File: src/rtl/mrd_pkg.sv
package mrd_pkg;
  typedef enum logic [1:0] {
    RG_NONE  = 2'd0,
    RG_LOCAL = 2'd1,
    RG_MAIN  = 2'd2,
    RG_HOLE  = 2'd3
  } region_e;
endpackage

File: src/rtl/mrd_region_decode.sv
module mrd_region_decode
  import mrd_pkg::*;
#(
  parameter int LIN_W     = 23,
  parameter int LOCAL_TOP = 'h2800,
  parameter int MAIN_BASE = 'h4000
) (
  input  logic [LIN_W-1:0] lin,
  input  logic             lm_en,
  output region_e          region
);
  localparam logic [LIN_W-1:0] LT = LIN_W'(LOCAL_TOP);
  localparam logic [LIN_W-1:0] MB = LIN_W'(MAIN_BASE);

  always_comb begin
    if (lin >= MB)                region = RG_MAIN;
    else if (!lm_en)              region = RG_NONE;
    else if (lin < LT)            region = RG_LOCAL;
    else                          region = RG_HOLE;
  end

  always_comb begin
    assert_hole_bounds_R2: assert (!(region == RG_HOLE) || (lm_en && lin >= LT && lin < MB));
  end
endmodule

File: src/rtl/mrd_wait_ctl.sv
module mrd_wait_ctl
  import mrd_pkg::*;
#(
  parameter int WS_W     = 2,
  parameter int LOCAL_WS = 1,
  parameter int ECC_WS   = 1
) (
  input  logic    clk,
  input  logic    rst_n,
  input  logic    start,
  input  region_e region,
  input  logic    ecc,
  output logic    active,
  output logic    wait_o,
  output logic    done,
  output logic    ready
);
  logic [WS_W-1:0] cnt;
  logic [WS_W-1:0] need;

  always_comb begin
    unique case (region)
      RG_LOCAL: need = WS_W'(LOCAL_WS);
      RG_MAIN:  need = ecc ? WS_W'(ECC_WS) : '0;
      default:  need = '0;
    endcase
  end

  assign wait_o = active && (cnt != '0);
  assign done   = active && (cnt == '0);
  assign ready  = !active || done;

  always_ff @(posedge clk) begin
    if (!rst_n) begin
      active <= 1'b0;
      cnt    <= '0;
    end else if (start) begin
      active <= 1'b1;
      cnt    <= need;
    end else if (done) begin
      active <= 1'b0;
    end else if (wait_o) begin
      cnt <= cnt - 1'b1;
    end
  end

  assert_wait_blocks_R12: assert property (@(posedge clk) disable iff (!rst_n)
    wait_o |-> !ready);
  assert_wait_keeps_active_R4: assert property (@(posedge clk) disable iff (!rst_n)
    wait_o |=> active);
endmodule

File: src/rtl/mrd_lane_steer.sv
module mrd_lane_steer #(
  parameter int DATA_W = 16
) (
  input  logic              hit,
  input  logic              is_byte,
  input  logic              is_rd,
  input  logic              a0,
  input  logic [DATA_W-1:0] mem_rdata,
  output logic              lane_hi,
  output logic              lane_lo,
  output logic [DATA_W-1:0] rdata
);
  localparam int HALF = DATA_W / 2;

  always_comb begin
    if (!hit) begin
      lane_hi = 1'b0;
      lane_lo = 1'b0;
    end else if (!is_byte || is_rd) begin
      lane_hi = 1'b1;
      lane_lo = 1'b1;
    end else begin
      lane_hi = !a0;
      lane_lo = a0;
    end
  end

  always_comb begin
    if (!is_byte)  rdata = mem_rdata;
    else if (a0)   rdata = {{HALF{1'b0}}, mem_rdata[HALF-1:0]};
    else           rdata = {mem_rdata[DATA_W-1:HALF], {HALF{1'b0}}};
  end
endmodule

File: src/rtl/mem_region_decoder.sv
module mem_region_decoder
  import mrd_pkg::*;
#(
  parameter int SEG_W     = 7,
  parameter int OFF_W     = 16,
  parameter int DATA_W    = 16,
  parameter int LOCAL_TOP = 'h2800,
  parameter int MAIN_BASE = 'h4000,
  parameter int WS_W      = 2,
  parameter int LOCAL_WS  = 1,
  parameter int ECC_WS    = 1
) (
  input  logic                     clk,
  input  logic                     rst_n,
  input  logic                     ctl_load,
  input  logic                     ctl_mmu_on,
  input  logic                     lm_en,
  input  logic                     req_valid,
  output logic                     req_ready,
  input  logic [SEG_W-1:0]         req_seg,
  input  logic [OFF_W-1:0]         req_off,
  input  logic                     req_rd,
  input  logic                     req_byte,
  input  logic                     ecc_fix,
  input  logic                     mmu_io,
  output logic                     mmu_prog,
  output logic                     sel_local,
  output logic                     sel_main,
  output logic                     dec_err,
  output logic                     mem_wait,
  output logic                     acc_done,
  output logic                     lane_hi,
  output logic                     lane_lo,
  output logic [SEG_W+OFF_W:0]     bypass_addr,
  output logic                     xlat_req,
  input  logic [DATA_W-1:0]        mem_rdata,
  output logic [DATA_W-1:0]        cpu_rdata
);
  localparam int LIN_W  = SEG_W + OFF_W;
  localparam int PHYS_W = LIN_W + 1;

  logic [LIN_W-1:0] req_lin;
  region_e          req_region;
  logic             accept;
  logic             active;

  region_e          r_region;
  logic [LIN_W-1:0] r_lin;
  logic             r_rd;
  logic             r_byte;
  logic             mmu_on;

  logic             hit;
  logic [DATA_W-1:0] steer_data;

  assign req_lin = {req_seg, req_off};
  assign accept  = req_valid && req_ready;

  mrd_region_decode #(
    .LIN_W(LIN_W), .LOCAL_TOP(LOCAL_TOP), .MAIN_BASE(MAIN_BASE)
  ) u_dec (
    .lin(req_lin), .lm_en(lm_en), .region(req_region)
  );

  mrd_wait_ctl #(
    .WS_W(WS_W), .LOCAL_WS(LOCAL_WS), .ECC_WS(ECC_WS)
  ) u_wait (
    .clk(clk), .rst_n(rst_n), .start(accept), .region(req_region), .ecc(ecc_fix),
    .active(active), .wait_o(mem_wait), .done(acc_done), .ready(req_ready)
  );

  always_ff @(posedge clk) begin
    if (!rst_n) begin
      r_region <= RG_NONE;
      r_lin    <= '0;
      r_rd     <= 1'b0;
      r_byte   <= 1'b0;
    end else if (accept) begin
      r_region <= req_region;
      r_lin    <= req_lin;
      r_rd     <= req_rd;
      r_byte   <= req_byte;
    end
  end

  always_ff @(posedge clk) begin
    if (!rst_n)        mmu_on <= 1'b0;
    else if (ctl_load) mmu_on <= ctl_mmu_on;
  end

  assign hit       = active && (r_region == RG_LOCAL || r_region == RG_MAIN);
  assign sel_local = active && (r_region == RG_LOCAL);
  assign sel_main  = active && (r_region == RG_MAIN);
  assign dec_err   = active && !hit;
  assign xlat_req  = sel_main && mmu_on;
  assign mmu_prog  = mmu_io;
  assign bypass_addr = (hit && !mmu_on) ? {1'b0, r_lin} : '0;

  mrd_lane_steer #(.DATA_W(DATA_W)) u_lane (
    .hit(hit), .is_byte(r_byte), .is_rd(r_rd), .a0(r_lin[0]),
    .mem_rdata(mem_rdata), .lane_hi(lane_hi), .lane_lo(lane_lo), .rdata(steer_data)
  );

  assign cpu_rdata = (acc_done && hit && r_rd) ? steer_data : '0;

  assert_one_select_R1: assert property (@(posedge clk) disable iff (!rst_n)
    !(sel_local && sel_main));
  assert_err_no_select_R2: assert property (@(posedge clk) disable iff (!rst_n)
    dec_err |-> !sel_local && !sel_main && !lane_hi && !lane_lo);
  assert_err_no_wait_R6: assert property (@(posedge clk) disable iff (!rst_n)
    dec_err |-> !mem_wait);
  assert_byte_write_lane_R7: assert property (@(posedge clk) disable iff (!rst_n)
    (hit && r_byte && !r_rd) |-> $countones({lane_hi, lane_lo}) == 1);
  assert_bypass_inhibit_R9: assert property (@(posedge clk) disable iff (!rst_n)
    !mmu_on |-> !xlat_req);
  assert_hold_in_wait_R12: assert property (@(posedge clk) disable iff (!rst_n)
    (mem_wait && !ctl_load) |=> $stable(bypass_addr) && $stable(sel_local) && $stable(sel_main));
  assert_phys_top_zero_R9: assert property (@(posedge clk) disable iff (!rst_n)
    !bypass_addr[PHYS_W-1]);
endmodule

File: config.mk
export PLATFORM = sky130hd
export DESIGN_NAME = mem_region_decoder
export DESIGN_NICKNAME = d
export VERILOG_FILES = /design/src/rtl/mrd_pkg.sv /design/src/rtl/mrd_region_decode.sv /design/src/rtl/mrd_wait_ctl.sv /design/src/rtl/mrd_lane_steer.sv /design/src/rtl/mem_region_decoder.sv
export SDC_FILE = /design/constraint.sdc
export NUM_CORES = 1
export LEC_CHECK = 0
export ABC_AREA = 1
export CORE_UTILIZATION = 40
export DETAILED_ROUTE_END_ITERATION = 7
export PLACE_DENSITY_LB_ADDON = 0.08
export SLEW_MARGIN = 20
export SYNTH_ARGS = -nofsm -noshare
export SYNTH_HDL_FRONTEND = slang
export SYNTH_HIERARCHICAL = 1
export SYNTH_SLANG_ARGS = --single-unit
File: constraint.sdc
create_clock -name clk -period 3.8 [get_ports clk]
set_input_delay 0.38 -clock clk [delete_from_list [all_inputs] [get_ports clk]]
set_output_delay 0.38 -clock clk [all_outputs]
set_load 0.1 [all_outputs]
---- After elaboration in Yosys (flattened, before gate mapping) ----
Cells that the tools add are included.
word-level totals
  word-level logic and storage cells ...... 57
  output and inout port bits .............. 50
  bits in registers ....................... 31
  input bits .............................. 49
operators by class
  $lt $le $gt $ge ......................... 2
  mux-type cells .......................... 18
  reduce and logical (&&, ||, !) cells .... 24
  eq/ne operators ......................... 5
  add/subtract/negate cells ............... 1
operators with widths
  kind                                                                                    count
  16-bit two-way mux                                                                      3
  23-bit by 15-bit greater-or-equal comparator with 1-bit output (second input constant)  1
  23-bit by 14-bit less-than comparator with 1-bit output (second input constant)         1
  23-bit two-way mux                                                                      1
  2-bit two-way mux                                                                       6
  1-bit logical AND                                                                       11
  1-bit two-way mux                                                                       7
  2-bit nonzero test                                                                      3
  1-bit logical NOT                                                                       5
  2-bit by 1-bit equality test with 1-bit output (second input constant)                  2
  2-bit equality test (second input constant)                                             2
  2-bit case mux with 2 select lines                                                      1
  1-bit logical OR                                                                        3
  2-bit logical NOT                                                                       1
  2-bit by 1-bit != test with 1-bit output (second input constant)                        1
  2-bit AND reduction                                                                     1
  2-bit by 1-bit subtractor with 2-bit output (second input constant)                     1

---- Logic depth before layout (Yosys ltp) ----
Gate-level depths: netlist of the first run.
  depth in word-level cells ............... 7
  depth in mapped cells ................... 12
  depth with buffers taken out ............ 11

---- Cells and area by module ----
The synthesis of the first run kept the hierarchy.
modules (own cells, without submodules)
  module              times used  area an instance (µm²)  cells an instance
  mem_region_decoder  1           1,522.7                 254
  mrd_wait_ctl        1           210.2                   31
  mrd_lane_steer      1           177.7                   44
  mrd_region_decode   1           56.3                    12

---- Worst setup path after synthesis of the first run ----
No wires, ideal clock.
  kind .................................... reg-to-output
  from .................................... register u_wait.cnt[1]
  to ...................................... output cpu_rdata[0]
  arrival time ............................ 2.745 ns
  data required time ...................... 3.420 ns
  setup slack ............................. 0.675 ns
  cell stages (with the launch flop) ...... 9
  buffers on the path ..................... 0
  cells stage by stage .................... dfxtp_1 > inv_1 > ha_1 > nand2_1 > inv_1 > nand2_1 > inv_1 > nand2_4 > nor2_1
between the ends
  cells in the longest elaborated chain, start to end .. 5
ends and longest elaborated chain
  what                             line                       text
  start: declaration               mrd_wait_ctl.sv:18         logic [WS_W-1:0] cnt;
  start signal: assignment         mrd_wait_ctl.sv:39         cnt <= need;
  start signal: assignment         mrd_wait_ctl.sv:43         cnt <= cnt - 1'b1;
  2-bit logical NOT                mrd_wait_ctl.sv:30         assign done = active && (cnt == '0);
  1-bit logical AND                mrd_wait_ctl.sv:30
  net acc_done                     mem_region_decoder.sv:31   output logic acc_done,
  1-bit logical AND (2 in series)  mem_region_decoder.sv:104  assign cpu_rdata = (acc_done && hit && r_rd) ? steer_data : '0;
  16-bit two-way mux               mem_region_decoder.sv:104
  end: declaration                 mem_region_decoder.sv:37   output logic [DATA_W-1:0] cpu_rdata
The timed path passes the listed nets, and every way through them passes these cells.

---- Worst setup path after layout of the first run ----
  from .................................... register r_region[0]
  to ...................................... output lane_lo
between the ends
  cells in the longest elaborated chain, start to end .. 4
  elaborated cells on any way between the ends .. 5
  those cells by class .................... 2 x eq/ne; 1 x mux; 2 x reduce/logical
ends and longest elaborated chain
  what                                                                                          line                      text
  start: declaration                                                                            mem_region_decoder.sv:47  region_e r_region;
  start signal: assignment                                                                      mem_region_decoder.sv:79  r_region <= req_region;
  2-bit by 1-bit equality test with 1-bit output / 2-bit equality test (equally long branches)  mem_region_decoder.sv:91  assign hit = active && (r_region == RG_LOCAL || r_region == RG_MAIN);
  1-bit logical OR (*)                                                                          mem_region_decoder.sv:91
  1-bit logical AND (*)                                                                         mem_region_decoder.sv:91
  net hit                                                                                       mem_region_decoder.sv:53  logic hit;
  1-bit two-way mux (*)                                                                         mrd_lane_steer.sv:16      if (!hit) begin
  end: declaration                                                                              mem_region_decoder.sv:33  output logic lane_lo,
Mark *: on every way through the listed nets, which the timed path passes. The rest lies on a longest branch.

==> results of run 1 <==
-- final timing paths --
check             slack (ns)             to
hold / removal          0.52       r_lin[7]
setup / recovery        0.97        lane_lo
setup reg to reg        1.71  u_wait/cnt[0]
hold reg to reg         0.52       r_lin[7]
-- cells by family after synthesis --
kind of cell,synth area share
AO/OA/AOI/OAI,0.0178
adder cells (fa/ha/maj),0.0318
flip-flops,0.316
buffers and inverters,0.207
AND/OR/NAND/NOR,0.426
other,0.00191
-- sequential cells by signal, summed over array words and instances (netlist names) --
| register | count |
|---|---|
| u_wait/cnt | 2 |
| r_lin | 23 |
| mmu_on | 1 |
| r_rd | 1 |
| r_byte | 1 |
| u_wait/active | 1 |
| r_region | 2 |
-- synthesized netlist by cell type, drive strengths merged --
master  count
o21ai       2
conb        1
a21boi      1
inv        85
buf        13
dfxtp      31
a21oi       2
nor2      121
nor3        1
ha          5
o211ai      1
nand3       4
nand2      74
-- power groups by stage --
stage	registers, mW	clock network (mW)	logic (mW)
after floorplan	0.367	0	0.193
after CTS	0.362	0.300	0.269
after global placement	0.368	0	0.265
after detailed placement	0.370	0	0.268
final	0.362	0.287	0.267
after global routing	0.365	0.316	0.296
-- metrics by stage --
| step | setup WS (ns) | power, mW | hold WS (ns) |
|---|---|---|---|
| after floorplan | 0.675 | 0.559 | 0.474 |
| after global placement | 1.29 | 0.633 | 0.499 |
| after detailed placement | 1.26 | 0.638 | 0.508 |
| after CTS | 0.939 | 0.931 | 0.522 |
| after global routing | 0.849 | 0.977 | 0.563 |
| final | 0.969 | 0.916 | 0.521 |
-- worst max-delay path, cell delays in order, from the launching register on --
cell and delay (ns):
sky130_fd_sc_hd__dfxtp_1 0.33, sky130_fd_sc_hd__inv_1 0.06, sky130_fd_sc_hd__ha_1 0.34, sky130_fd_sc_hd__nor2_4 0.20
sky130_fd_sc_hd__nand2_1 0.07, sky130_fd_sc_hd__inv_1 0.05, sky130_fd_sc_hd__clkdlybuf4s50_1 1.11
-- final cells by class --
type / count / area [um2]
Clock buffer: 7 / 96.3
Clock inverter: 1 / 7.51
Fill cell: 469 / 1800
Inverter: 85 / 319
Multi-Input combinational cell: 212 / 938
Sequential cell: 31 / 621
Tap cell: 67 / 83.8
Timing Repair Buffer: 96 / 861
-- per-layer routing --
layer	global-route usage	vias up	routed length [um]
met2	0.303	58	2080
met1	0.220	830	2080
met3	0.0556	5	282
met4	0.0458	0	29
met5	0	-	0
li1	-	1121	-
==> results.toml, run 1 <==
[logic_synthesis]
netlist-cell-type-count = 21
yosysTopAreaCellShare = 0.316
synth_seq_cells = 31
synthesis.yosys.warnings = 6
ys_top_cells_by_area = "sky130_fd_sc_hd__dfxtp_1 (32%), sky130_fd_sc_hd__nor2_1 (21%), sky130_fd_sc_hd__inv_1 (15%)"
synth.yosys.seq_area_share = 0.316
post_synth.cell_area_avg_um2 = 5.77
netlist.top_cell.by_area = "sky130_fd_sc_hd__dfxtp_1"
postSynthNetCount = 395
syn-instance-count = 341
mappedNetlistArea_um2 = 1970

[power_and_ir_drop]
power.share.combinational = 0.291
power.internal_mw = 0.612
power_per_unit_of_standard_cell_area_nw_per_um2 = 313
p_leak_nw = 1.63
power.share.switching = 0.332
p_clk_frac = 0.314
share_seq_of_total_power = 0.395
ir_drop_v = 0.000201
p_switching_mw = 0.304

[worst_hold_path]
min_path_type = "register to register"
worst_hold_startpoint = "r_lin[7]"
worstHoldPathCells = 4

[flow_run]
drv_cap = 0

[timing]
timing.max_slew.rel_slack = 0.356
final.min_clock_period_ns = 2.83
achievable-frequency_ghz = 0.353
final_max_slew_viol_count = 0
hold_viol_final = 0
worst-slew-pin-transition_ns = 0.963
final.period_utilization = 0.745
rsz0062_at_grt = "false"
tns_ns = 0
final-setup-viol-count = 0
fin_skew_ns = 0.00376

[placed_design]
placed_cell_area_um2 = 2820
gp_routability_congestion = 0.722
post-dp-hpwl_mm = 3.26
io_buffers = 95
post-place-cells = 491

[setup_path]
crit_path_start_kind = "register"
worstPathRequired_ns = 3.42
crit-reg2reg-launch = "u_wait/cnt[0]"
worst_path_class_setup = "register to primary output"
critical_path.startpoint = "r_region[0]"
reg2reg_depth = 10
cp_data_arrival_time_ns = 2.45
worst_setup_path_end_kind = "primary output"
crit_fanout = 4

[clock_tree]
postCtsSetupRepairBufs = 0
numClockSinks = 31
cts_max_level = 2
ctsLongestPathBuffers = 2
worstSkewPairLatency_ns = 0.28
clkSlewWorstSetupHoldPaths_ns = 0.07
tritoncts_clock_tree = "built"
cts_inserted_buffers = 5
clock_tree.root_cell = "sky130_fd_sc_hd__clkbuf_8"
cts-resized-gates = 0
cts_hold_buf = 0

[global_routing]
first_global_vias = 1718
largest_net_degree_at_the_start_of_global_routing = 56
grt.total_usage = 0.179
globalRouteOverflowTotal = 0
grt_pass1_wl_mm = 7.44
grt_antenna_before_repair = 0

[final_layout]
layout.cells.most_common = "sky130_fd_sc_hd__nor2_1"
finalInstanceArea_um2 = 2930
finalCoreUtilization = 0.620
post_route_cells_drive_above_1_share = 0.167
final_net_count = 485
antenna_cells_inserted = 0
layout.cells.most_common_list = "sky130_fd_sc_hd__nor2_1 (109), sky130_fd_sc_hd__inv_1 (80), sky130_fd_sc_hd__nand2_1 (68)"
stdcell_count = 499
area_growth_syn_to_layout_pct = 48.8

[routing]
antenna_violating_nets_remaining = 0
detail_route.drc_violations = 0
routed_wirelength_mm = 4.47
routed-via-count = 2014
post_drt_via_cell_ratio = 4.04
first_iter_violations = 64
detail_route.first_pass.iterations = 4
routed_length_per_placed_instance_um = 8.95

[run_status]
run_status = "finished clean"

[floorplanning]
initial_core_util = 0.416
ports_placed_on_the_boundary = 99
chipWidth_um = 72.1
fp.dieH_um = 72.1
row_count = 25
std_cell_core_area_um2 = 4720
total_die_area_um2 = 5200
No activity file was read; power rests on OpenSTA's default activity.
==> inputs of run 2 (changes only) <==
--- a/config.mk
+++ b/config.mk
@@ -6,7 +6,7 @@
 export NUM_CORES = 1
 export LEC_CHECK = 0
 export ABC_AREA = 1
-export CORE_UTILIZATION = 40
+export CORE_UTILIZATION = 36
 export DETAILED_ROUTE_END_ITERATION = 7
 export PLACE_DENSITY_LB_ADDON = 0.08
 export SLEW_MARGIN = 20
==> constraint.sdc (replaced) <==
create_clock -name clk -period 2.5 [get_ports clk]
set_input_delay 0.25 -clock clk [delete_from_list [all_inputs] [get_ports clk]]
set_output_delay 0.25 -clock clk [all_outputs]
set_load 0.1 [all_outputs]
==> run 2 against run 1 <==
Clock power is 72% higher. Die area is 11% higher. Wire length is 8.8% higher. Sequential power is 52% higher. Register-to-register slack worse by 0.86 ns. Critical path depth stayed put. Cell count is 0.80% higher. Design area is 19% higher. Sequential share of layout area is 3.4 points lower. Core utilization is 5.5 points higher. Flip-flop and latch count stayed put. Critical path type unchanged.
==> results.toml, run 2 (synthesized netlist as in run 1, its figures left out) <==
[global_routing]
grt_pass1_wl_mm = 8.22
globalRouteOverflowTotal = 0
grt_antenna_before_repair = 0
first_global_vias = 1844
grt.total_usage = 0.175
largest_net_degree_at_the_start_of_global_routing = 37

[floorplanning]
ports_placed_on_the_boundary = 99
row_count = 26
fp.dieH_um = 75.9
total_die_area_um2 = 5760
initial_core_util = 0.380
std_cell_core_area_um2 = 5170
chipWidth_um = 75.9

[placed_design]
gp_routability_congestion = 0.713
post-place-ws_ns = 0.550
io_buffers = 95
post-dp-hpwl_mm = 3.64

[final_layout]
largest_register = "r_lin"
layout.cells.most_common_list = "sky130_fd_sc_hd__nor2_1 (83), sky130_fd_sc_hd__inv_1 (80), sky130_fd_sc_hd__nand2_1 (68)"
post_route_cells_drive_above_1_share = 0.249
fillCellCount = 443
largest_register_ffs = 23
layout.cells.most_common = "sky130_fd_sc_hd__nor2_1"
antenna_cells_inserted = 0
largest_registers = "r_lin: 23 flops, r_region: 2 flops, u_wait/cnt: 2 flops"
final_net_count = 486
area_growth_syn_to_layout_pct = 77.4
finalCoreUtilization = 0.675

[setup_path]
worstPathRequired_ns = 2.25
worst_setup_path_end_kind = "primary output"
crit_path_start_kind = "register"
critical_path.max_stage_delay_ns = 0.34
timing.critical_path.slowest_stage_cell = "sky130_fd_sc_hd__dfxtp_1"
worstPathCellList = "inv_1 > ha_1 > nor2_4 > nand2_4 > nor2_1 > buf_12"
cp_data_arrival_time_ns = 2.01
crit_fanout = 23
worst_path_class_setup = "register to primary output"

[routing]
detail_route.drc_violations = 0
met2_length_mm = 2.21
highest-signal-layer = "met4"
antenna_violating_nets_remaining = 0
met3_length_um = 316
first_iter_violations = 73
routed-via-count = 2049
post_drt_via_cell_ratio = 4.07
routed_wirelength_mm = 4.86
detail_route.first_pass.iterations = 4
detail_route.wirelength.met1_mm = 2.26
routed_length_per_placed_instance_um = 9.66

[flow_run]
drv_cap = 0

[timing]
timing.final.ws_setup_ns = 0.243
finalHoldWorstSlack_ns = 0.500
final_max_slew_viol_count = 0
rsz0062_at_grt = "false"
final.min_clock_period_ns = 2.26
hold_viol_final = 0
achievable-frequency_ghz = 0.443
timing.max_slew.rel_slack = 0.659
fin_skew_ns = 0.0137
final-setup-viol-count = 0
tns_ns = 0
final.period_utilization = 0.903
worst-slew-pin-transition_ns = 0.509

[clock_tree]
cts-resized-gates = 0
clkSlewWorstSetupHoldPaths_ns = 0.08
cts_hold_buf = 0
worstSkewPairLatency_ns = 0.28
tritoncts_clock_tree = "built"
cts_inserted_buffers = 5
ctsLongestPathBuffers = 2
cts_max_level = 2
numClockSinks = 31
postCtsSetupRepairBufs = 0
clock_tree.root_cell = "sky130_fd_sc_hd__clkbuf_8"

[power_and_ir_drop]
p_leak_nw = 1.76
power_per_unit_of_standard_cell_area_nw_per_um2 = 425
ir_drop_v = 0.000321

[worst_hold_path]
min_path_type = "input pin to primary output"

[run_status]
run_status = "finished clean"
## run 2: metal layers
layer  global-route usage  vias up
li1                     -     1125
met1                0.214      853
met2                0.294       65
met3               0.0482        6
met4               0.0596        0
met5                    0        -
## run 2: path summary, 6_finish.rpt
kind                 start              end  slack [ns]  cells past startpoint
max            r_region[0]  bypass_addr[22]        0.24                      6
max reg2reg  u_wait/cnt[0]    u_wait/cnt[0]        0.85                     10
min                 mmu_io         mmu_prog        0.50                      0
min reg2reg           r_rd             r_rd        0.53                      4
## run 2: layout make-up
type	count	area, um2	area share
Clock buffer	5	68.8	0.0197
Clock inverter	3	43.8	0.0125
Inverter	85	319	0.0914
Multi-Input combinational cell	212	1000	0.288
Sequential cell	31	621	0.178
Tap cell	70	87.6	0.0251
Timing Repair Buffer	97	1350	0.386
## run 2: worst max-delay path: cells and delay by family, from the launching register on
family / cells / cell delay [ns]
flops: 1 / 0.34
simple gates: 3 / 0.73
buf+inv: 2 / 0.28
fa+ha+maj: 1 / 0.34
## run 2: metrics by stage
step	power, mW	cells	cell area, um2
5_1_grt	1.57	503	3490
3_3_place_gp	0.998	495	3380
4_1_cts	1.50	503	3490
2_1_floorplan	0.860	341	2030
3_5_place_dp	1.00	495	3380
6_report	1.48	503	3490
## run 2: power by group
| group | leakage [nW] | internal [mW] | switching (mW) |
|---|---|---|---|
| combinational | 1.45 | 0.167 | 0.276 |
| clock | 0.0581 | 0.297 | 0.196 |
| sequential | 0.258 | 0.533 | 0.0167 |
==> inputs of run 3 (changes only) <==
==> constraint.sdc (replaced) <==
create_clock -name clk -period 2.5 [get_ports clk]
set_input_delay 0.25 -clock clk [delete_from_list [all_inputs] [get_ports clk]]
set_output_delay 0.25 -clock clk [all_outputs]
set_load 0.05 [all_outputs]
==> run 3 against run 2 <==
Critical path depth stayed put. Total power is 9.4% lower. Cell count is 0.20% higher. Via count is 0.49% lower. Setup slack worse by 0.11 ns. Design area is 15% lower. Sequential share of layout area is 3.2 points higher. Die area stayed put. Count of clock-buffer cells in the layout is 2 higher. Sequential power hardly changed. Global-route usage is 0.18 points higher. Largest cell class is now multi-input gates.
==> results.toml, run 3 (synthesized netlist as in run 1, its figures left out) <==
[timing]
rsz0062_at_grt = "false"
final-setup-viol-count = 0
achievable-frequency_ghz = 0.422
tns_ns = 0
timing.final.ws_setup_ns = 0.132
final.min_clock_period_ns = 2.37
fin_skew_ns = 0.00605
finalHoldWorstSlack_ns = 0.500
final.period_utilization = 0.947
final_max_slew_viol_count = 0
worst-slew-pin-transition_ns = 0.542
hold_viol_final = 0
timing.max_slew.rel_slack = 0.637

[clock_tree]
worstSkewPairLatency_ns = 0.28
clock_tree.root_cell = "sky130_fd_sc_hd__clkbuf_8"
cts-resized-gates = 0
clkSlewWorstSetupHoldPaths_ns = 0.07
cts_max_level = 2
numClockSinks = 31
postCtsSetupRepairBufs = 0
tritoncts_clock_tree = "built"
cts_hold_buf = 0
ctsLongestPathBuffers = 2
cts_inserted_buffers = 5

[setup_path]
worstPathRequired_ns = 2.25
worstReg2RegEnd = "u_wait/cnt[0]"
timing.critical_path.slowest_stage_cell = "sky130_fd_sc_hd__clkdlybuf4s50_1"
critical_path.startpoint = "r_region[0]"
critical_path_buf_inv_count = 3
crit_family = "buffers and inverters"
regToRegSetupSlack_ns = 0.87
reg2reg_depth = 10
crit-reg2reg-launch = "u_wait/cnt[0]"
worst_setup_path_end_kind = "primary output"
timing.critical_path.to = "lane_hi"
worstPathCellList = "inv_1 > ha_1 > nor2_4 > nand2_1 > inv_1 > clkdlybuf4s50_1"
worst_path_class_setup = "register to primary output"
critical_path.max_stage_delay_ns = 0.78
crit_path_start_kind = "register"
cp_data_arrival_time_ns = 2.12
critical_path.most_common_cell = "sky130_fd_sc_hd__inv_1"
cp_num_cells = 6
crit_fanout = 4

[placed_design]
gp_routability_congestion = 0.725
io_buffers = 95
post-place-ws_ns = 0.427
post-dp-hpwl_mm = 3.53

[final_layout]
layout.cells.most_common_list = "sky130_fd_sc_hd__nor2_1 (109), sky130_fd_sc_hd__inv_1 (80), sky130_fd_sc_hd__nand2_1 (68)"
post_route_cells_drive_above_1_share = 0.171
final_net_count = 487
largest_register = "r_lin"
area_growth_syn_to_layout_pct = 50.4
finalCoreUtilization = 0.572
fillCellCount = 523
layout.cells.most_common = "sky130_fd_sc_hd__nor2_1"
largest_registers = "r_lin: 23 flops, r_region: 2 flops, u_wait/cnt: 2 flops"
antenna_cells_inserted = 0
largest_register_ffs = 23

[floorplanning]
initial_core_util = 0.380
total_die_area_um2 = 5760
fp.dieH_um = 75.9
ports_placed_on_the_boundary = 99
row_count = 26
std_cell_core_area_um2 = 5170
chipWidth_um = 75.9

[routing]
routed-via-count = 2039
routed_wirelength_mm = 4.67
routed_length_per_placed_instance_um = 9.27
first_iter_violations = 56
detail_route.first_pass.iterations = 4
detail_route.drc_violations = 0
antenna_violating_nets_remaining = 0
post_drt_via_cell_ratio = 4.05

[worst_hold_path]
min_path_type = "input pin to primary output"

[global_routing]
globalRouteOverflowTotal = 0
first_global_vias = 1914
grt_antenna_before_repair = 0
grt_pass1_wl_mm = 8.42
grt.total_usage = 0.177
largest_net_degree_at_the_start_of_global_routing = 39

[power_and_ir_drop]
power_per_unit_of_standard_cell_area_nw_per_um2 = 455
p_leak_nw = 1.64
ir_drop_v = 0.000317
fin_total_pwr_mw = 1.34

[flow_run]
drv_cap = 0

[run_status]
run_status = "finished clean"
## run 3: how the worst min path moves through the flow
| stage | endpoint | slack, ns | from | cells past startpoint |
|---|---|---|---|---|
| 4_1_cts | mmu_prog | 0.50 | mmu_io | 0 |
| 5_1_grt | mmu_prog | 0.50 | mmu_io | 0 |
| 3_3_place_gp | mmu_prog | 0.50 | mmu_io | 0 |
| 6_report | mmu_prog | 0.50 | mmu_io | 0 |
| 2_1_floorplan | mmu_on | 0.38 | ctl_mmu_on | 2 |
| 3_5_place_dp | mmu_prog | 0.50 | mmu_io | 0 |
## run 3: through the flow
stage	instances	instance area (um2)
final	504	2960
after global routing	504	2960
after CTS	504	2960
after detailed placement	496	2850
after global placement	496	2850
after floorplan	341	1970
## run 3: worst reg2reg max path: stages (launching register included)
cell and delay (ns):
sky130_fd_sc_hd__dfxtp_1 0.31, sky130_fd_sc_hd__inv_1 0.05, sky130_fd_sc_hd__ha_1 0.22, sky130_fd_sc_hd__inv_2 0.07, sky130_fd_sc_hd__nand2_4 0.07, sky130_fd_sc_hd__nand2_2 0.30
sky130_fd_sc_hd__inv_1 0.11, sky130_fd_sc_hd__inv_1 0.12, sky130_fd_sc_hd__nand2_1 0.08, sky130_fd_sc_hd__o21ai_1 0.13, sky130_fd_sc_hd__nor2_1 0.06
## run 3: where the power goes
part,internal [mW],switching (mW)
Sequential,0.533,0.0166
Clock,0.250,0.193
Combinational,0.150,0.201
## run 3: routing by layer
| layer | wire, um | track usage | share of wire |
|---|---|---|---|
| met1 | 2270 | 0.223 | 0.49 |
| met5 | 0 | 0 | 0 |
| met4 | 63 | 0.0442 | 0.013 |
| met2 | 2060 | 0.297 | 0.44 |
| met3 | 282 | 0.0470 | 0.060 |
## run 3: cell type report
class / count / area, um2 / area share
Clock buffer: 7 / 96.3 / 0.0326
Clock inverter: 1 / 7.51 / 0.00254
Inverter: 85 / 319 / 0.108
Multi-Input combinational cell: 212 / 938 / 0.317
Sequential cell: 31 / 621 / 0.210
Tap cell: 70 / 87.6 / 0.0296
Timing Repair Buffer: 98 / 888 / 0.300
